<file path="config.mk">
export PLATFORM = sky130hd
export DESIGN_NAME = loc_arbiter
export DESIGN_NICKNAME = d
export VERILOG_FILES = /design/src/rtl/lar_pkg.sv /design/src/rtl/lar_req_bank.sv /design/src/rtl/lar_high_pick.sv /design/src/rtl/lar_read_view.sv /design/src/rtl/loc_arbiter.sv
export SDC_FILE = /design/constraint.sdc
export NUM_CORES = 1
export LEC_CHECK = 0
export BUFFER_PORTS_ARGS = -buffer_cell sky130_fd_sc_hd__buf_2
export CORE_UTILIZATION = 40
export DETAILED_ROUTE_END_ITERATION = 8
export PLACE_DENSITY = 0.72
export SLEW_MARGIN = 20
export SYNTH_ARGS = -nofsm -noshare
export SYNTH_HDL_FRONTEND = slang
export SYNTH_HIERARCHICAL = 1
export SYNTH_SLANG_ARGS = --single-unit
</file>
<file path="constraint.sdc">
create_clock -name clk -period 4.04 [get_ports clk]
set_input_delay 0.808 -clock clk [delete_from_list [all_inputs] [get_ports clk]]
set_output_delay 0.808 -clock clk [all_outputs]
set_load 0.01 [all_outputs]
</file>
<file path="src/rtl/lar_pkg.sv">
package lar_pkg;
    typedef enum logic [0:0] {
        ST_FREE = 1'b0,
        ST_HELD = 1'b1
    } arb_state_t;

    localparam int BIT_VALID  = 7;
    localparam int BIT_ACTIVE = 5;
    localparam int BIT_OTHERS = 2;
    localparam int BIT_REQ    = 1;
endpackage

</file>
<file path="src/rtl/lar_req_bank.sv">
module lar_req_bank #(
    parameter int N = 5
) (
    input  logic         clk,
    input  logic         rst,
    input  logic [N-1:0] set_vec,
    input  logic [N-1:0] clr_vec,
    output logic [N-1:0] pend_q
);
    always_ff @(posedge clk) begin
        if (rst) begin
            pend_q <= '0;
        end else begin
            // a clear (grant) outranks a set in the same cycle
            pend_q <= (pend_q | set_vec) & ~clr_vec;
        end
    end
endmodule

</file>
<file path="src/rtl/lar_high_pick.sv">
module lar_high_pick #(
    parameter int N  = 5,
    parameter int IW = 3
) (
    input  logic [N-1:0]  req,
    output logic          any,
    output logic [IW-1:0] idx
);
    always_comb begin
        any = |req;
        idx = '0;
        // later iterations overwrite earlier ones: highest index wins
        for (int i = 0; i < N; i++) begin
            if (req[i]) idx = IW'(i);
        end
    end
endmodule

</file>
<file path="src/rtl/lar_read_view.sv">
module lar_read_view #(
    parameter int N    = 5,
    parameter int SELW = 3,
    parameter int DW   = 8
) (
    input  logic            valid,
    input  logic [SELW-1:0] sel,
    input  logic            off_zero,
    input  logic [N-1:0]    active_vec,
    input  logic [N-1:0]    pend_vec,
    output logic [DW-1:0]   rdata
);
    import lar_pkg::*;

    logic [N-1:0] others_waiting;

    genvar g;
    generate
        for (g = 0; g < N; g++) begin : g_oth
            assign others_waiting[g] = |(pend_vec & ~(N'(1) << g));
        end
    endgenerate

    always_comb begin
        rdata = '0;
        for (int i = 0; i < N; i++) begin
            if (off_zero && int'(sel) == i) begin
                rdata[BIT_VALID]  = valid;
                rdata[BIT_ACTIVE] = active_vec[i];
                rdata[BIT_OTHERS] = active_vec[i] & others_waiting[i];
                rdata[BIT_REQ]    = pend_vec[i];
            end
        end
    end
endmodule

</file>
<file path="src/rtl/loc_arbiter.sv">
module loc_arbiter #(
    parameter int NUM_LOC = 5,
    parameter int SEL_W   = 3,
    parameter int OFF_W   = 12,
    parameter int DATA_W  = 8
) (
    input  logic                     clk,
    input  logic                     rst,
    input  logic                     bus_we,
    input  logic [SEL_W+OFF_W-1:0]   bus_addr,
    input  logic [DATA_W-1:0]        bus_wdata,
    output logic [DATA_W-1:0]        bus_rdata,
    output logic [NUM_LOC-1:0]       active_loc,
    output logic                     loc_change
);
    import lar_pkg::*;

    localparam int ADDR_W = SEL_W + OFF_W;
    localparam int IDX_W  = (NUM_LOC > 1) ? $clog2(NUM_LOC) : 1;

    arb_state_t         state_q, state_d;
    logic [IDX_W-1:0]   owner_q, owner_d;
    logic               change_q;
    logic [NUM_LOC-1:0] pend_q, set_vec, clr_vec;
    logic               pick_any;
    logic [IDX_W-1:0]   pick_idx;

    logic [SEL_W-1:0]   acc_sel;
    logic               off_zero, win_ok, acc_hit;
    logic               by_owner, rel_hit;

    assign acc_sel  = bus_addr[ADDR_W-1:OFF_W];
    assign off_zero = (bus_addr[OFF_W-1:0] == '0);
    assign win_ok   = (int'(acc_sel) < NUM_LOC);
    assign acc_hit  = bus_we && off_zero && win_ok;
    assign by_owner = (state_q == ST_HELD) && (int'(acc_sel) == int'(owner_q));
    assign rel_hit  = acc_hit && by_owner && bus_wdata[BIT_ACTIVE];

    genvar g;
    generate
        for (g = 0; g < NUM_LOC; g++) begin : g_set
            assign set_vec[g] = acc_hit && bus_wdata[BIT_REQ] && !by_owner
                                && (int'(acc_sel) == g);
            assign clr_vec[g] = (state_q == ST_FREE) && pick_any
                                && (int'(pick_idx) == g);
        end
    endgenerate

    lar_req_bank #(.N(NUM_LOC)) u_bank (
        .clk     (clk),
        .rst     (rst),
        .set_vec (set_vec),
        .clr_vec (clr_vec),
        .pend_q  (pend_q)
    );

    lar_high_pick #(.N(NUM_LOC), .IW(IDX_W)) u_pick (
        .req (pend_q),
        .any (pick_any),
        .idx (pick_idx)
    );

    // state register
    always_ff @(posedge clk) begin
        if (rst) begin
            state_q  <= ST_FREE;
            owner_q  <= '0;
            change_q <= 1'b0;
        end else begin
            state_q  <= state_d;
            owner_q  <= owner_d;
            change_q <= (state_d != state_q);
        end
    end

    // next state
    always_comb begin
        state_d = state_q;
        owner_d = owner_q;
        unique case (state_q)
            ST_FREE: begin
                if (pick_any) begin
                    state_d = ST_HELD;
                    owner_d = pick_idx;
                end
            end
            ST_HELD: begin
                if (rel_hit) state_d = ST_FREE;
            end
        endcase
    end

    // outputs
    always_comb begin
        active_loc = '0;
        if (state_q == ST_HELD) active_loc = NUM_LOC'(1) << owner_q;
        loc_change = change_q;
    end

    lar_read_view #(.N(NUM_LOC), .SELW(SEL_W), .DW(DATA_W)) u_view (
        .valid      (!rst),
        .sel        (acc_sel),
        .off_zero   (off_zero),
        .active_vec (active_loc),
        .pend_vec   (pend_q),
        .rdata      (bus_rdata)
    );
endmodule

</file>
== Yosys cells after proc, flatten, opt, wreduce, memory -nomap -nowiden ==
Cells that the tools add are included.

* Magnitude comparators: 1
* Eq/ne operators: 10
* Shift-type cells: 1
* Mux-type cells: 23
* Bitwise logic cells: 9
* Reduce and logical (&&, ||, !) cells: 35

{| class="wikitable"
|+ Operator list
! cell !! number
|-
| $logic_and A1 B1 Y1 || 23
|-
| $reduce_or A4 Y1 || 5
|-
| $eq A3 B3 Y1 const B || 6
|-
| $mux W2 || 7
|-
| $mux W1 || 13
|-
| $logic_not A12 Y1 || 1
|-
| $eq A3 B2 Y1 const B || 2
|-
| $logic_not A3 Y1 || 2
|-
| $and A1 B1 Y1 || 5
|-
| $and A5 B5 Y5 || 1
|-
| $mux W5 || 1
|-
| $not A5 Y5 || 1
|-
| $or A5 B5 Y5 || 1
|-
| $reduce_or A5 Y1 || 1
|-
| $shl A1 B3 Y5 const A || 1
|-
| $eq A3 B3 Y1 || 1
|-
| $lt A3 B3 Y1 const B || 1
|-
| $mux W3 || 1
|-
| $logic_not A1 Y1 || 2
|-
| $pmux W1 S2 || 1
|-
| $reduce_and A2 Y1 || 1
|-
| $ne A1 B1 Y1 || 1
|-
| $not A1 Y1 || 1
|}

* Bits in registers: 10
* Bits of input ports: 26
* Output and inout bits: 14
* Word-level logic and storage cells: 83

== Logic depth before layout (Yosys ltp) ==
Gate-level depths: netlist of the first run.

* Word-level depth: 8
* Depth in mapped cells: 8
* Gate-level depth less buffers: 7

== Modules after synthesis ==
The synthesis of the first run kept the hierarchy.

{| class="wikitable"
|+ By module, submodules not included
! module !! times used !! cells each !! area each (sq um) !! sequential area each (sq um)
|-
| loc_arbiter || 1 || 63 || 450.4 || 100.1
|-
| lar_read_view || 1 || 38 || 290.3 || 0.0
|-
| lar_req_bank || 1 || 15 || 148.9 || 100.1
|-
| lar_high_pick || 1 || 8 || 42.5 || 0.0
|}

== Least setup slack after synthesis of the first run ==
Ideal clock, no wire load.

* Kind: input to output
* Start point: input port bus_addr[2]
* End point: output port bus_rdata[2]
* Arrival time: 2652 ps
* Data required time: 3232 ps
* Path slack: 580 ps
* Stages: 8
* Buffers on the path: 1
* Cells stage by stage: or4_1 > or3_1 > buf_2 > inv_1 > or2b_1 > nor3_2 > o22ai_1 > nand3b_1

* Word-level cells in the longest chain between the ends: 7
* Elaborated cells between the ends (all ways): 11
* Those cells by class: mux (5); reduce/logical (6)

{| class="wikitable"
|+ RTL lines
! item !! line !! text
|-
| from (decl) || loc_arbiter.sv:10 || <nowiki>input logic [SEL_W+OFF_W-1:0] bus_addr,</nowiki>
|-
| $logic_not A12 Y1 (*) || loc_arbiter.sv:33 || <nowiki>assign off_zero = (bus_addr[OFF_W-1:0] == '0);</nowiki>
|-
| via off_zero || loc_arbiter.sv:29 || <nowiki>logic off_zero, win_ok, acc_hit;</nowiki>
|-
| $logic_and A1 B1 Y1 || lar_read_view.sv:27 || <nowiki>if (off_zero && int'(sel) == i) begin</nowiki>
|-
| $mux W2 (4 in series) || lar_read_view.sv:27 ||
|-
| $mux W2 (*) || lar_read_view.sv:27 ||
|-
| to (decl) || loc_arbiter.sv:12 || <nowiki>output logic [DATA_W-1:0] bus_rdata,</nowiki>
|}

The timed path passes the listed nets; every way through them passes the cells marked *.

== Final worst setup path of the first run ==
Ends and elaborated chain as after synthesis.

==> results.cfg, run 1 <==
[routing]
wl_per_cell_um = 12.9
drc = 0
drt_iter0_markers = 25
firstDrtPassIters = 4
vias = 981
viasPerCell = 5.48
postRouteAntennaNets = 0
routed_wl_um = 2300

[synth]
synthArstFlopShare_pct = 0
synth_ff_type = dfxtp_1
yosys_warnings = 6
synth_top_area_cell = dfxtp_1
synthesis.area_um2 = 932
synth_cell_types = 45
yosysTopAreaCellShare_pct = 21.5
synthCells = 124
synth.avg_cell_area_um2 = 7.52
ys_ff_latch = 10
ys_seq_area_share_pct = 21.5
synth_edf_count = 0
ys_top_cells_by_area = dfxtp_1, nor3_1, nor2_1

[critical_path]
arrival_ps = 2980
start_kind = input pin
rr_startpoint = owner_q[0]
crit_fanout = 6
required_ps = 3230
worstSetupStartpoint = bus_addr[2]
crit_path_end_kind = output port
crit_type = in -> out

[timing]
grt_setup_unrepaired = no
min_period_over_period_pct = 93.7
max-slew-margin-rel_pct = 46.1
setup_tns_ps = 0
maxSlewViolCount = 0
period_minus_slack_ps = 3780
setup_viol = 0
tightest_slew_ps = 798
fmax_mhz = 264
whs_ps = 533
hold_viol_final = 0
fin_worst_skew_ps = 3.21

[global_route]
grt_usage_pct = 19.2
grt_overflow = 0
antenna_found_initial = 0
grt_start_max_net_pins = 18
grt_pass1_vias = 866
grt_pass1_wl_um = 3820

[die]
num_io_pins = 40
die_x_um = 50.3
chipHeight_um = 50.3
start_util_pct = 42.1
die_area_um2 = 2530
core_um2 = 2210
rows = 17

[pwr]
p_int_uw = 165
p_leak_nw = 0.481
power_frac_seq_pct = 46.2
p_comb_share_pct = 13.4
p_sw_uw = 48.4
ir_worst_vdd_mv = 0.184
power.density_nw_per_um2 = 195
p_clk_share_pct = 40.4
p_sw_share_pct = 22.7

[cts]
postCtsSetupBuffers = 0
clk_latency_ps = 260
cts_num_sinks = 10
h-tree-depth = 1
ctsResizeCount = 0
ctsHoldBuffers = 0
clk_root_buffer_cell = clkbuf_4
clk_path_buf_depth = 2
clk_pin_slew_ps = 60
numCtsBuffers = 3
cts_tree = built

[place]
port_buffers = 29
dp_hpwl_um = 1760
gp_congestion = 0.909

[layout]
syn_to_final_growth_pct = 17.4
layout_common_cells = buf_2, nor2_1, nor3_1
final_common_cell = buf_2
final_nets = 178
n_fill_cell = 234
n_antenna_cell = 0
drive_gt1_share_pct = 31.1

[run_status]
status = complete, no violations

[hold_path]
hp-class = reg -> reg
hp-start = owner_q[1]

[flow_run]
maxCapViolations = 0
-- worst max-delay path, stage by stage --
cell      delay (ps)
buf_2             90
or4_1            550
or3_1            460
inv_1            180
or2b_1           300
nor3_2           260
o22ai_1          100
nand3b_1          90
buf_2            120
-- power groups by stage --
stage	Sequential [mW]	Combinational (mW)	Clock, mW
global placement	0.101	0.0273	0
finish	0.0986	0.0286	0.0861
floorplan	0.101	0.0174	0
global route	0.0984	0.0318	0.0952
detailed placement	0.101	0.0283	0
CTS	0.0985	0.0284	0.0895
-- path summary, 6_finish.rpt --
kind | endpoint | slack (ps) | cells after the start
setup reg to reg | u_bank/pend_q[0] | 2200 | 5
hold / removal | owner_q[1] | 530 | 2
hold reg to reg | owner_q[1] | 530 | 2
setup / recovery | bus_rdata[2] | 260 | 9
-- registers in the layout (all words and copies together), names as in the netlist --
register and count:
u_bank/pend_q 5, owner_q 3, loc_change 1, state_q 1
-- Yosys cell counts (all sizes together), types with 3 or more instances --
cell / number
a21oi: 4
buf: 8
o21ai: 3
nor3: 17
nand2: 7
inv: 5
nor4: 5
mux2i: 4
dfxtp: 10
nor2: 17
and3: 3
or4: 3
xor2: 3
nand2b: 6
-- kinds of logic after synthesis --
family                 synth area share, %
AND/OR/NAND/NOR                       48.5
AO/OA/AOI/OAI                         13.6
buffers and inverters                 8.99
flip-flops                            21.5
multiplexers                          4.30
XOR/XNOR                              2.82
other                                0.402
-- layer usage --
metal  share of wire [%]  up-vias  GRT usage [%]  wire [µm]
li1                    -      510              -          -
met1                  48      445           25.9       1110
met2                  48       26           31.8       1100
met3                 4.1        0           1.82         95
met4                   0        0           5.71          0
met5                   0        -              0          0
-- area by class of cell --
cell class / count / area, µm² / share of cell area [%]
Multi-Input combinational cell: 103 / 659 / 60.2
Sequential cell: 10 / 200 / 18.3
Timing Repair Buffer: 29 / 145 / 13.3
Clock buffer: 4 / 36.3 / 3.31
Tap cell: 28 / 35.0 / 3.20
Inverter: 5 / 18.8 / 1.71
-- stage by stage --
stage	worst slack, ps	std cells	util, %	total power [mW]	area (µm²)
global route	136	179	49.5	0.225	1090
finish	256	179	49.5	0.213	1090
floorplan	580	127	-	0.118	943
global placement	320	175	47.9	0.128	1060
CTS	263	179	49.5	0.216	1090
detailed placement	258	175	47.9	0.129	1060
No activity file was read; power rests on OpenSTA's default activity.
==> run 2, diff against run 1 <==
- GPL_ROUTABILITY_DRIVEN: default -> 0
- SETUP_SLACK_MARGIN: default -> 0.5
==> run 2 against run 1 <==
Sequential power about the same. Register-to-register slack about the same. First-iteration DRC count down 20%. Sequential share of layout area down 0.95 points. Largest power group unchanged.
==> results.cfg, run 2 (synthesis gave the netlist of run 1 again) <==
[run_status]
status = complete, no violations

[routing]
viasPerCell = 5.51
wl_per_cell_um = 13.6
routed_wl_um = 2480
drc = 0
postRouteAntennaNets = 0
vias = 1003
firstDrtPassIters = 4
drt_iter0_markers = 20

[cts]
clk_pin_slew_ps = 60
numCtsBuffers = 3
clk_latency_ps = 260
cts_num_sinks = 10
cts_tree = built
h-tree-depth = 1
clk_root_buffer_cell = clkbuf_4
clk_path_buf_depth = 2

[timing]
hold_viol_final = 0
setup_tns_ps = 0
fmax_mhz = 285
min_period_over_period_pct = 86.8
max-slew-margin-rel_pct = 46.0
grt_setup_unrepaired = yes
setup_viol = 0
maxSlewViolCount = 0
tightest_slew_ps = 799
fin_worst_skew_ps = 3.15
period_minus_slack_ps = 3510
whs_ps = 536
worst_slack_ps = 534

[flow_run]
maxCapViolations = 0

[die]
rows = 17
chipHeight_um = 50.3
die_x_um = 50.3
start_util_pct = 42.1
num_io_pins = 40
die_area_um2 = 2530
core_um2 = 2210

[global_route]
busiest_layer = met2
grt_usage_pct = 20.9
grt_overflow = 0
grt_pass1_wl_um = 4110
grtUsageMet1_pct = 25.0
antenna_found_initial = 0
met2_usage_pct = 35.1
grt_pass1_vias = 936
grt_start_max_net_pins = 18
met3_usage_pct = 3.94

[layout]
largest_reg_flops = 5
final_cells = 182
largestRegisters = u_bank/pend_q (5), owner_q (3)
layout_common_cells = buf_2, nor2_1, nor3_1
n_antenna_cell = 0
final_common_cell = buf_2
stdcell_area_um2 = 1150
syn_to_final_growth_pct = 23.9
drive_gt1_share_pct = 35.7
postLayoutCoreUtil_pct = 52.2
final_nets = 181
top_register = u_bank/pend_q

[critical_path]
required_ps = 3230
start_kind = input pin
arrival_ps = 2700
crit_path_end_kind = output port
crit_type = in -> out
crit_fanout = 3

[place]
port_buffers = 29
place_area_um2 = 1060
placedCellCount = 175
preCtsSetupSlack_ps = 258
dp_hpwl_um = 1760

[pwr]
p_leak_nw = 0.518
power.density_nw_per_um2 = 187
ir_worst_vdd_mv = 0.187
p_total_uw = 216

[hold_path]
hp-class = reg -> reg
==> run 2: cell types whose count changed in the layout (fill, tap and decap cells not counted), sizes merged <==
cell,previous run,this run
buf,29,32
==> run 2: area by class of cell <==
type	instances	area [µm²]
Fill cell	227	1060
Multi-Input combinational cell	103	688
Sequential cell	10	200
Timing Repair Buffer	32	174
Clock buffer	4	36.3
Tap cell	28	35.0
Inverter	5	21.3
==> run 2: worst paths after layout <==
| kind | endpoint | slack, ps | startpoint | depth (start not counted) |
|---|---|---|---|---|
| min | owner_q[1] | 540 | owner_q[1] | 2 |
| min reg2reg | owner_q[1] | 540 | owner_q[1] | 2 |
| max | bus_rdata[2] | 530 | bus_addr[10] | 9 |
| max reg2reg | u_bank/pend_q[4] | 2200 | owner_q[0] | 5 |
==> run 2: report_power, final <==
| group | switching (mW) | total, mW | internal [mW] |
|---|---|---|---|
| Combinational | 0.0183 | 0.0314 | 0.0131 |
| Sequential | 0.00000262 | 0.0985 | 0.0985 |
| Clock | 0.0317 | 0.0863 | 0.0546 |
==> run 2: layer usage <==
metal	share of wire (%)	vias to the layer above
met2	48	34
met5	0	-
met4	1.5	0
met3	4.2	4
met1	46	451
li1	-	514
==> run 2: critical path, cell delays in order <==
cell and delay (ps):
buf_6 90, or4_4 530, or3_4 430, inv_4 70, or2b_4 290, nor3_4 170
a221oi_2 100, nand3b_1 90, buf_2 120
==> run 2: what timing repair did <==
action | in CTS | in global routing
hold buffers | 0 | 0
buffers inserted | 3 | 0
resized for setup | 8 | 1
pin swaps | 5 | 1
setup endpoints to repair | 2 | 2
